### config.mk
export PLATFORM = sky130hd
export DESIGN_NAME = updown_mod_timer
export DESIGN_NICKNAME = d
export VERILOG_FILES = /design/src/rtl/tmr_pkg.sv /design/src/rtl/tmr_src_sel.sv /design/src/rtl/tmr_prescaler.sv /design/src/rtl/tmr_count_core.sv /design/src/rtl/updown_mod_timer.sv
export SDC_FILE = /design/constraint.sdc
export NUM_CORES = 1
export LEC_CHECK = 0
export BUFFER_PORTS_ARGS = -buffer_cell sky130_fd_sc_hd__buf_4
export CAP_MARGIN = 20
export CORE_ASPECT_RATIO = 0.7
export CORE_UTILIZATION = 50
export DETAILED_ROUTE_END_ITERATION = 8
export PLACE_DENSITY = 0.77
export SLEW_MARGIN = 40
export SYNTH_ARGS = -nofsm -noshare
export SYNTH_HDL_FRONTEND = slang
export SYNTH_HIERARCHICAL = 1
export SYNTH_SLANG_ARGS = --single-unit
### constraint.sdc
create_clock -name clk -period 5.55 [get_ports clk]
set_clock_uncertainty 0.05 [all_clocks]
set_input_delay 0.2775 -clock clk [delete_from_list [all_inputs] [get_ports clk]]
set_output_delay 0.2775 -clock clk [all_outputs]
set_load 0.01 [all_outputs]
### src/rtl/tmr_pkg.sv
package tmr_pkg;

    typedef enum logic {
        DIR_UP   = 1'b0,
        DIR_DOWN = 1'b1
    } dir_e;

    localparam logic [1:0] SEL_OFF = 2'd0;

endpackage

### src/rtl/tmr_src_sel.sv
module tmr_src_sel #(
    parameter int SEL_W = 2,
    localparam int N_SRC = (1 << SEL_W) - 1
) (
    input  logic [SEL_W-1:0] clk_sel,
    input  logic [N_SRC-1:0] src_en,
    output logic             tick
);
    logic [N_SRC-1:0] hit;

    for (genvar i = 0; i < N_SRC; i++) begin : g_src
        assign hit[i] = (clk_sel == SEL_W'(i + 1)) && src_en[i];
    end

    assign tick = |hit;
endmodule

### src/rtl/tmr_prescaler.sv
module tmr_prescaler #(
    parameter int PS_W = 3,
    localparam int PC_W = (1 << PS_W) - 1
) (
    input  logic            clk,
    input  logic            rst_n,
    input  logic            tick,
    input  logic            clr,
    input  logic [PS_W-1:0] ps_sel,
    output logic            adv
);
    typedef struct packed {
        logic [PC_W-1:0] phase;
    } ps_t;

    ps_t             s_d, s_q;
    logic [PC_W-1:0] lim;

    always_comb begin
        lim = PC_W'((1 << ps_sel) - 1);
        adv = 1'b0;
        s_d = s_q;
        if (clr) begin
            s_d.phase = '0;
        end else if (tick) begin
            if (s_q.phase >= lim) begin
                s_d.phase = '0;
                adv       = 1'b1;
            end else begin
                s_d.phase = s_q.phase + 1'b1;
            end
        end
    end

    always_ff @(posedge clk or negedge rst_n) begin
        if (!rst_n) s_q <= '0;
        else        s_q <= s_d;
    end

    // without a tick the prescale phase holds its value
    assert_ps_hold_R2: assert property (@(posedge clk) disable iff (!rst_n)
        (!tick && !clr) |=> $stable(s_q.phase));
endmodule

### src/rtl/tmr_count_core.sv
module tmr_count_core
    import tmr_pkg::*;
#(
    parameter int CNT_W = 16
) (
    input  logic             clk,
    input  logic             rst_n,
    input  logic             adv,
    input  logic             clr,
    input  logic             center,
    input  logic [CNT_W-1:0] modulo,
    output logic [CNT_W-1:0] count,
    output logic             count_down,
    output logic             overflow
);
    typedef struct packed {
        logic [CNT_W-1:0] cnt;
        dir_e             dn;
        logic             ovf;
    } core_t;

    core_t            s_d, s_q;
    logic [CNT_W-1:0] top;
    logic [CNT_W-1:0] step_nxt;
    logic             go_down;

    always_comb begin
        top      = (modulo == '0) ? '1 : modulo;
        go_down  = (s_q.dn == DIR_DOWN) ? (s_q.cnt != '0) : (s_q.cnt >= top);
        step_nxt = go_down ? (s_q.cnt - 1'b1) : (s_q.cnt + 1'b1);
        s_d      = s_q;
        s_d.ovf  = 1'b0;
        if (clr) begin
            s_d = '0;
        end else begin
            if (!center) s_d.dn = DIR_UP;
            if (adv) begin
                if (!center) begin
                    if (s_q.cnt >= top) begin
                        s_d.cnt = '0;
                        s_d.ovf = 1'b1;
                    end else begin
                        s_d.cnt = s_q.cnt + 1'b1;
                    end
                end else begin
                    s_d.cnt = step_nxt;
                    if (go_down) begin
                        s_d.dn  = (step_nxt != '0) ? DIR_DOWN : DIR_UP;
                        s_d.ovf = (step_nxt == '0);
                    end else begin
                        s_d.dn  = (step_nxt >= top) ? DIR_DOWN : DIR_UP;
                    end
                end
            end
        end
    end

    always_ff @(posedge clk or negedge rst_n) begin
        if (!rst_n) s_q <= '0;
        else        s_q <= s_d;
    end

    assign count      = s_q.cnt;
    assign count_down = (s_q.dn == DIR_DOWN);
    assign overflow   = s_q.ovf;

    // a step at or above the limit in up mode wraps to zero with overflow
    assert_up_wrap_R5: assert property (@(posedge clk) disable iff (!rst_n)
        (adv && !clr && !center && (s_q.cnt >= top)) |=> ((count == '0) && overflow));

    // a descending step in center mode subtracts one
    assert_down_step_R7: assert property (@(posedge clk) disable iff (!rst_n)
        (adv && !clr && center && count_down && (count != '0))
        |=> (count == $past(count) - 1'b1));

    // overflow only ever accompanies a zero count
    assert_ovf_zero_R10: assert property (@(posedge clk) disable iff (!rst_n)
        overflow |-> (count == '0));
endmodule

### src/rtl/updown_mod_timer.sv
module updown_mod_timer
    import tmr_pkg::*;
#(
    parameter int CNT_W = 16,
    parameter int PS_W  = 3,
    parameter int SEL_W = 2,
    localparam int N_SRC = (1 << SEL_W) - 1
) (
    input  logic             clk,
    input  logic             rst_n,
    input  logic [SEL_W-1:0] clk_sel,
    input  logic [PS_W-1:0]  ps_sel,
    input  logic             center_mode,
    input  logic [CNT_W-1:0] modulo,
    input  logic [N_SRC-1:0] src_en,
    input  logic             cnt_clear,
    output logic [CNT_W-1:0] count,
    output logic             count_down,
    output logic             overflow
);
    logic tick;
    logic adv;

    tmr_src_sel #(.SEL_W(SEL_W)) u_sel (
        .clk_sel (clk_sel),
        .src_en  (src_en),
        .tick    (tick)
    );

    tmr_prescaler #(.PS_W(PS_W)) u_ps (
        .clk    (clk),
        .rst_n  (rst_n),
        .tick   (tick),
        .clr    (cnt_clear),
        .ps_sel (ps_sel),
        .adv    (adv)
    );

    tmr_count_core #(.CNT_W(CNT_W)) u_core (
        .clk        (clk),
        .rst_n      (rst_n),
        .adv        (adv),
        .clr        (cnt_clear),
        .center     (center_mode),
        .modulo     (modulo),
        .count      (count),
        .count_down (count_down),
        .overflow   (overflow)
    );

    // the off code freezes the count
    assert_off_hold_R2: assert property (@(posedge clk) disable iff (!rst_n)
        ((clk_sel == SEL_OFF) && !cnt_clear) |=> $stable(count));

    // clear strobe zeroes the count and direction
    assert_clear_R9: assert property (@(posedge clk) disable iff (!rst_n)
        cnt_clear |=> ((count == '0) && !count_down && !overflow));

    // up mode never reports descending
    assert_up_dir_R5: assert property (@(posedge clk) disable iff (!rst_n)
        !center_mode |=> !count_down);

    // overflow lasts one cycle
    assert_ovf_single_R10: assert property (@(posedge clk) disable iff (!rst_n)
        overflow |=> !overflow);
endmodule

==> results of run 1 <==
[cells in the final DEF, fill, tap and decap left out, drive strengths merged, types with 5 or more instances in the layout]
master | synthesis | final
a211oi | 11 | 11
nor2 | 48 | 48
mux2i | 12 | 12
dfrtp | 25 | 25
a221oi | 5 | 5
inv | 13 | 13
nand2b | 6 | 6
and3 | 17 | 17
nor3 | 22 | 22
o21ai | 24 | 24
nand3 | 16 | 16
nand4 | 9 | 9
xor2 | 10 | 10
nor4 | 8 | 8
ha | 41 | 41
xnor2 | 15 | 15
buf | 12 | 54
a21oi | 31 | 31
nand2 | 24 | 24
[cell type report]
cell class | instances | area, µm² | area share (%)
flip-flops and latches | 25 | 626 | 16.6
well taps | 91 | 114 | 3.01
clock buffers | 3 | 41.3 | 1.09
multi-input cells | 358 | 2520 | 66.8
clock inverters | 1 | 7.51 | 0.199
repair buffers | 55 | 415 | 11.0
inverters | 13 | 48.8 | 1.29
[worst max path at each step]
stage / to / cells past startpoint / slack, ns
finish: u_core/count_down / 20 / 0.67
global route: u_core/count_down / 21 / 0.39
CTS: u_core/count_down / 20 / 0.74
detailed placement: u_core/count_down / 20 / 0.43
global placement: u_core/count_down / 21 / 0.61
floorplan: u_core/count_down / 23 / 0.90
[sequential cells by signal (all words and copies together), names as in the netlist]
| signal | flops |
|---|---|
| u_ps/s_q | 7 |
| u_core/count | 16 |
| u_core/count_down | 1 |
| u_core/overflow | 1 |
[metal layers]
layer  vias up  track usage (%)  wire length [µm]
li1       1644                -                 -
met1      1656             40.9              4600
met4         0             9.50               128
met5         -                0                 0
met2       199             42.5              4080
met3        15             6.52              1060
[kinds of logic after synthesis]
kind of cell,share of synthesized area (%)
and+or+nand+nor,27.9
AOI/OAI and AO/OA,21.8
adders and majority gates,15.3
DFF,18.6
xor gates and xnor gates,6.51
muxes,3.57
buffers and inverters,6.32
[where the power goes]
part	switching (W)	internal (W)	leakage (nW)
Combinational	0.0000496	0.0000345	1.36
Sequential	0.00000275	0.000184	0.348
Clock	0.0000692	0.0000512	0.0217
[per-stage QoR]
| stage | instance area (µm²) | hold WS [ns] |
|---|---|---|
| floorplan | 3360 | -0.0681 |
| global placement | 3720 | 0.166 |
| detailed placement | 3720 | 0.165 |
| CTS | 3780 | 0.312 |
| global route | 3780 | 0.325 |
| finish | 3780 | 0.331 |
[worst reg2reg max path, stage by stage, from the launching register on]
cell	delay [ns]
dfrtp_1	0.57
inv_1	0.20
ha_1	0.36
nand2b_1	0.15
a211o_1	0.30
a211oi_2	0.27
o211ai_2	0.19
nand2_1	0.29
buf_4	0.23
mux2i_1	0.10
xnor2_1	0.51
ha_1	0.37
o211ai_1	0.20
a21oi_1	0.11
o41ai_1	0.33
a21oi_1	0.11
a21oi_1	0.14
a211oi_1	0.08
==> flow_metrics.tcl, run 1 <==
set metrics [dict create \
    core_region_area_mm2 0.00637 \
    nFillCells 587 \
    via_per_inst 6.44 \
    clk_latency_ns 0.29 \
    syn_nets 493 \
    min_to "u_ps/s_q[3]" \
    post-route-util_pct 59.3 \
    synth.most_common_cell "nor2_1" \
    dieArea_mm2 0.00706 \
    nets 525 \
    relSlewSlack_pct 50.4 \
    grt_pass1_wl_mm 15.9 \
    max-vdd-ir-drop_mv 0.0883 \
    syn_inst 424 \
    antenna_found_initial 0 \
    antenna_left 0 \
    drv_slew 0 \
    post-place-ws_ns 0.430 \
    cp.arrival_ns 4.99 \
    synth_area_per_cell_um2 7.93 \
    hold_viol_final 0 \
    initial_core_util_pct 52.8 \
    total_leakage_power_nw 1.73 \
    cts_max_level 1 \
    grt_max_degree 35 \
    powerDensity_mw_per_mm2 103 \
    fin_ws_ns 0.673 \
    overflow 0 \
    wl_mm 9.87 \
    end_kind "register" \
    yosys.area.top_type_share_pct 18.6 \
    core.rowCount 24 \
    critPathMaxStageDelay_ns 0.51 \
    ys_ff_latch 25 \
    r2r-start "u_core/count[0]" \
    crit_path_cell_trace "buf_4, nor4_2, and4_2, nor2_1, ha_1, a21oi_1, o21ai_0, a221oi_1, o211ai_2, nand2_1, buf_4, mux2i_1, xnor2_1, ha_1, o211ai_1, a21oi_1, o41ai_1, a21oi_1, a21oi_1, a211oi_1" \
    clock_sinks 25 \
    cp.required_ns 5.66 \
    worstSetupPathType "input pin to register" \
    cts_buffers 3 \
    period_needed_ns 4.88 \
    yosys-top-cells-area "dfrtp_1, ha_1, nor2_1" \
    wire_per_inst_um 18.1 \
    drt_iter0_markers 307 \
    post-cts-setup-buffer-count 0 \
    synth_edf_count 0 \
    cts_tree "built" \
    critPathSlowestCell "xnor2_1" \
    setup_viol 0 \
    yosysTopAreaCell "dfrtp_1" \
    drcViolationCount 0 \
    syn_to_final_growth_pct 12.3 \
    synthDistinctLibCells 68 \
    reg2reg_setup_slack_ns 0.85 \
    rsz0062_at_grt "false" \
    r2r_cells 17 \
    antenna_cells 0 \
    crit_buf_inv 2 \
    hold_path_class "input pin to register" \
    cap_violations 0 \
    cts-root-buf "clkbuf_8" \
    synth_common_cells "nor2_1, ha_1, a21oi_1, dfrtp_1, nand2_1" \
    crit_top_cell "a21oi_1" \
    worstReg2RegEnd "u_core/count_down" \
    io_buffer_count 45 \
    ys_warn_count 6 \
    final_cells 546 \
    ys_dominant_reg_cell "dfrtp_1" \
    syn-cell-area_mm2 0.00336 \
    yosysSeqAreaShare_pct 18.6 \
    fin_setup_tns_ns 0 \
    path_clk_slew_ns 0.10 \
    via_count 3514 \
    die_w_um 100 \
    dp_cells 541 \
    crit_family "compound AO/OA/AOI/OAI gates" \
    io-pin-count 46 \
    finalPower_w 0.000391 \
    min_period_over_period_pct 87.9 \
    holdCritStartpoint "cnt_clear" \
    clk_path_buf_depth 2 \
    hold_depth 2 \
    place.gp.congestion 0.940 \
    first_global_vias 3253 \
    dieHeight_um 70.6 \
    tightest_slew_ns 0.741 \
    dp_hpwl_mm 7.56 \
    ctsResizeCount 0 \
    critPathMaxFanout 16 \
    async_flop_share_pct 100 \
    startpoint_type "input pin" \
    dr.pass1.iters 5 \
    run_status "finished, final reports clean" \
    clock.fmax_ghz 0.205 \
    postCtsHoldBufs 1 \
    grt_usage_pct 28.6 \
    worstSetupStartpoint "modulo[11]" \
    drive_gt1_share_pct 18.9 \
]
No activity file was read; power rests on OpenSTA's default activity.
==> run 2, diff against run 1 <==
Clock period 5.55 ns to 5 ns, I/O delays scaled along.
==> run 2 against run 1 <==
Routed wire length rose by 6.7%. Non-clock buffer count rose by 7. Final area rose by 1.3%. Cell count rose by 1.3%. Clock-buffer cell count rose by 1. Power rose by 10%. Critical path depth rose by 1. Clock power rose by 7%. Die area did not move. Critical path type unchanged. Highest routed layer unchanged.
==> flow_metrics.tcl, run 2 (synthesis gave the netlist of run 1 again) <==
set metrics [dict create \
    final_common_cell "buf_4" \
    clock.fmax_ghz 0.220 \
    post-cts-setup-buffer-count 0 \
    via_per_inst 6.42 \
    wl_mm 10.5 \
    end_kind "register" \
    crit_family "compound AO/OA/AOI/OAI gates" \
    clock_sinks 25 \
    dr.pass1.iters 5 \
    run_status "finished, final reports clean" \
    wire_per_inst_um 19.0 \
    rsz0062_at_grt "false" \
    min_period_over_period_pct 90.8 \
    holdCritStartpoint "cnt_clear" \
    nFillCells 592 \
    cp.arrival_ns 4.66 \
    drv_slew 0 \
    critPathMaxFanout 16 \
    crit_path_cell_trace "buf_4, nor4_2, and4_4, or2_2, ha_1, nand2b_1, a211o_1, a211oi_2, o211ai_2, nand2_1, mux2i_1, xor2_1, ha_1, a211oi_1, o21ai_0, o211ai_1, a21oi_1, o41ai_1, a21oi_1, a21oi_1, a211oi_1" \
    r2r-start "u_core/count[0]" \
    io_buffer_count 45 \
    core.rowCount 24 \
    place.gp.congestion 0.949 \
    dp_hpwl_mm 8.16 \
    layout_common_cells "buf_4, nor2_1, ha_1" \
    critPathSlowestCell "and4_4" \
    post-place-ws_ns 0.103 \
    hold_viol_final 0 \
    die_w_um 100 \
    path_clk_slew_ns 0.10 \
    dieArea_mm2 0.00706 \
    worstSetupPathType "input pin to register" \
    antenna_left 0 \
    placed_area_mm2 0.00377 \
    syn_to_final_growth_pct 13.8 \
    worstSetupStartpoint "modulo[11]" \
    via_count 3548 \
    initial_core_util_pct 52.8 \
    grt_usage_pct 30.9 \
    relSlewSlack_pct 46.6 \
    cts_buffers 3 \
    fin_setup_tns_ns 0 \
    max-vdd-ir-drop_mv 0.0735 \
    io-pin-count 46 \
    overflow 0 \
    drcViolationCount 0 \
    crit_top_cell "a21oi_1" \
    core_region_area_mm2 0.00637 \
    cts_max_level 1 \
    cts_tree "built" \
    critPathMaxStageDelay_ns 0.38 \
    drt_iter0_markers 345 \
    cts-root-buf "clkbuf_8" \
    period_needed_ns 4.54 \
    drive_gt1_share_pct 19.9 \
    startpoint_type "input pin" \
    clk_path_buf_depth 2 \
    design_area_mm2 0.00383 \
    grt_pass1_wl_mm 17.0 \
    total_leakage_power_nw 1.77 \
    powerDensity_mw_per_mm2 112 \
    clk_latency_ns 0.28 \
    first_global_vias 3394 \
    crit_buf_inv 1 \
    setup_viol 0 \
    tightest_slew_ns 0.799 \
    finalPower_w 0.000430 \
    grt_max_degree 35 \
    antenna_found_initial 0 \
    hold_path_class "input pin to register" \
    fin_ws_ns 0.458 \
    nets 532 \
    dieHeight_um 70.6 \
    cap_violations 0 \
    antenna_cells 0 \
    largest_reg_flops 16 \
    cp.required_ns 5.11 \
]
[run 2: cell count changes in the layout (fill, tap and decap cells not counted)]
cell        previous run  this run
and4_2                 1         0
and4_4                 0         1
buf_4                 54        61
clkbuf_1               0         1
clkinvlp_4             1         0
[run 2: routing by layer]
layer / routed length [µm] / global-route usage, % / part of all wire, %
met4: 108 / 6.28 / 1.0
met3: 1010 / 6.23 / 9.6
met1: 4950 / 45.4 / 47
met2: 4470 / 46.8 / 42
met5: 0 / 0 / 0
[run 2: what timing repair did]
item / CTS / global route
endpoints found under the setup margin: 0 / 1
hold buffers: 1 / 0
hold endpoints to repair: 25 / 0
resized for setup: 0 / 1
[run 2: path summary, 6_finish.rpt]
kind                                endpoint  depth (start not counted)  slack (ns)
min in group asynchronous   u_core/count[13]                          2        0.36
max                        u_core/count_down                         21        0.46
max reg2reg                u_core/count_down                         18        0.54
min                          u_core/count[0]                          2        0.31
max in group asynchronous    u_core/count[5]                          2        4.25
min reg2reg                      u_ps/s_q[5]                          2        0.53
[run 2: per-stage QoR]
stage	std cells	hold slack, ns	utilization, %
global route	553	0.330	60.1
detailed placement	548	0.137	59.2
global placement	548	0.138	59.2
floorplan	424	-0.0956	-
finish	553	0.311	60.1
CTS	553	0.307	60.1
[run 2: cell type report]
class                   instances  area [µm²]  area share (%)
clock buffers                   4        45.0            1.18
inverters                      13        48.8            1.27
multi-input cells             358        2530            66.0
flip-flops and latches         25         626            16.3
well taps                      91         114            2.97
repair buffers                 62         468            12.2
[run 2: where the power goes]
group / total, W / internal (W) / switching (W)
Combinational: 0.0000956 / 0.0000387 / 0.0000570
Clock: 0.000128 / 0.0000573 / 0.0000704
Sequential: 0.000207 / 0.000204 / 0.00000303
==> run 3, diff against run 2 <==
Settings changed: CORE_UTILIZATION 50 to 55, PLACE_DENSITY 0.77 to 0.83, RECOVER_POWER set to 50.
==> run 3 against run 2 <==
Clock power about the same. Non-clock buffer count decreased by 1. Critical path depth unchanged. Clock-buffer cell count decreased by 1. Critical path type unchanged. Critical endpoint unchanged. Largest cell class unchanged. Largest power group unchanged.
==> flow_metrics.tcl, run 3 (synthesis gave the netlist of run 1 again) <==
set metrics [dict create \
    run_status "finished, final reports clean" \
    post-place-ws_ns 0.0475 \
    grt_pass1_wl_mm 15.9 \
    die_w_um 95.5 \
    wire_per_inst_um 19.1 \
    via_per_inst 6.76 \
    dieHeight_um 67.4 \
    end_kind "register" \
    crit_family "compound AO/OA/AOI/OAI gates" \
    fin_setup_tns_ns 0 \
    grt_max_degree 35 \
    core.rowCount 23 \
    cts_tree "built" \
    rsz0062_at_grt "false" \
    core_region_area_mm2 0.00581 \
    drt_iter0_markers 538 \
    antenna_left 0 \
    drive_gt1_share_pct 17.8 \
    antenna_cells 0 \
    post-cts-setup-buffer-count 0 \
    clock_sinks 25 \
    hold_viol_final 0 \
    via_count 3624 \
    critPathMaxStageDelay_ns 0.39 \
    dp_hpwl_mm 7.85 \
    syn_to_final_growth_pct 11.9 \
    relSlewSlack_pct 2.31 \
    tightest_slew_ns 1.47 \
    cts_max_level 1 \
    nets 531 \
    max-vdd-ir-drop_mv 0.116 \
    antenna_found_initial 0 \
    setup_viol 0 \
    design_area_mm2 0.00376 \
    total_leakage_power_nw 1.73 \
    cts-root-buf "clkbuf_8" \
    overflow 0 \
    critPathSlowestCell "and4_4" \
    clk_path_buf_depth 2 \
    cts_buffers 3 \
    dr.pass1.iters 6 \
    clk_latency_ns 0.28 \
    placed_area_mm2 0.00374 \
    hold_path_class "input pin to register" \
    worstSetupPathType "input pin to register" \
    clock.fmax_ghz 0.216 \
    io_buffer_count 45 \
    dieArea_mm2 0.00644 \
    final_common_cell "buf_4" \
    min_period_over_period_pct 92.4 \
    fin_ws_ns 0.379 \
    largest_reg_flops 16 \
    drv_slew 0 \
    reg2reg_setup_slack_ns 0.47 \
    critPathMaxFanout 16 \
    cap_violations 0 \
    period_needed_ns 4.62 \
    crit_path_cell_trace "buf_4, nor4_2, and4_4, or2_2, ha_1, nand2b_1, a211o_1, a211oi_2, o211ai_2, nand2_1, mux2i_1, xor2_1, ha_1, a211oi_1, o21ai_0, o211ai_1, a21oi_1, o41ai_1, a21oi_1, a21oi_1, a211oi_1" \
    cp.required_ns 5.10 \
    wl_mm 10.2 \
    crit_buf_inv 1 \
    path_clk_slew_ns 0.10 \
    io-pin-count 46 \
    powerDensity_mw_per_mm2 113 \
    initial_core_util_pct 57.9 \
    drcViolationCount 0 \
    place.gp.congestion 0.965 \
    cp.arrival_ns 4.72 \
    grt_usage_pct 32.6 \
    layout_common_cells "buf_4, nor2_1, ha_1" \
    startpoint_type "input pin" \
    crit_top_cell "a21oi_1" \
    first_global_vias 3181 \
]
[run 3: changes by cell type in the layout (fill, tap and decap cells not counted), sizes merged]
cell	before	now
buf	61	50
clkbuf	4	13
clkinv	0	1
[run 3: what timing repair did]
item / in CTS / in global routing
hold buffers: 1 / 0
resized for setup: 0 / 1
endpoints found under the setup margin: 0 / 1
endpoints found under the hold margin: 25 / 0
[run 3: worst reg2reg max path, delay by kind of cell, from the launching register on]
family / cells / cell delay [ns]
flip-flops: 1 / 0.57
AO/OA/AOI/OAI: 11 / 1.88
XOR/XNOR: 1 / 0.31
multiplexers: 1 / 0.26
adder cells (fa/ha/maj): 2 / 0.68
buffers and inverters: 1 / 0.21
AND/OR/NAND/NOR: 2 / 0.46
[run 3: per-layer routing]
metal	vias up	part of all wire (%)	track usage, %
met5	-	0	0
met4	0	1.7	7.65
met3	21	13	6.53
met2	260	41	46.5
met1	1686	44	49.5
li1	1657	-	-
[run 3: final timing paths]
check / cells past startpoint / to / from
setup / recovery: 21 / u_core/count_down / modulo[0]
hold / removal: 2 / u_ps/s_q[3] / cnt_clear
setup reg to reg: 18 / u_core/count_down / u_core/count[0]
hold reg to reg: 2 / u_ps/s_q[5] / u_ps/s_q[5]
max in group asynchronous: 2 / u_core/count[5] / rst_n
min in group asynchronous: 2 / u_core/count[11] / rst_n
[run 3: power breakdown]
group / internal [W] / switching (W) / total, W
combinational: 0.0000372 / 0.0000556 / 0.0000927
sequential: 0.000204 / 0.00000350 / 0.000207
clock: 0.0000559 / 0.0000699 / 0.000126
[run 3: layout make-up]
| cell class | instances | area [µm²] |
|---|---|---|
| flip-flops and latches | 25 | 626 |
| fillers | 500 | 2050 |
| inverters | 13 | 48.8 |
| repair buffers | 61 | 423 |
| well taps | 75 | 93.8 |
| multi-input cells | 358 | 2530 |
| clock inverters | 1 | 5.00 |
| clock buffers | 3 | 41.3 |
[run 3: metrics by stage]
stage	total power [W]	util [%]	hold slack, ns	cells
after floorplan	0.000262	-	-0.0956	424
after global placement	0.000298	64.4	0.129	531
after detailed placement	0.000302	64.4	0.139	531
after CTS	0.000429	65.4	0.295	536
after global routing	0.000449	64.7	0.309	536
final	0.000426	64.7	0.307	536
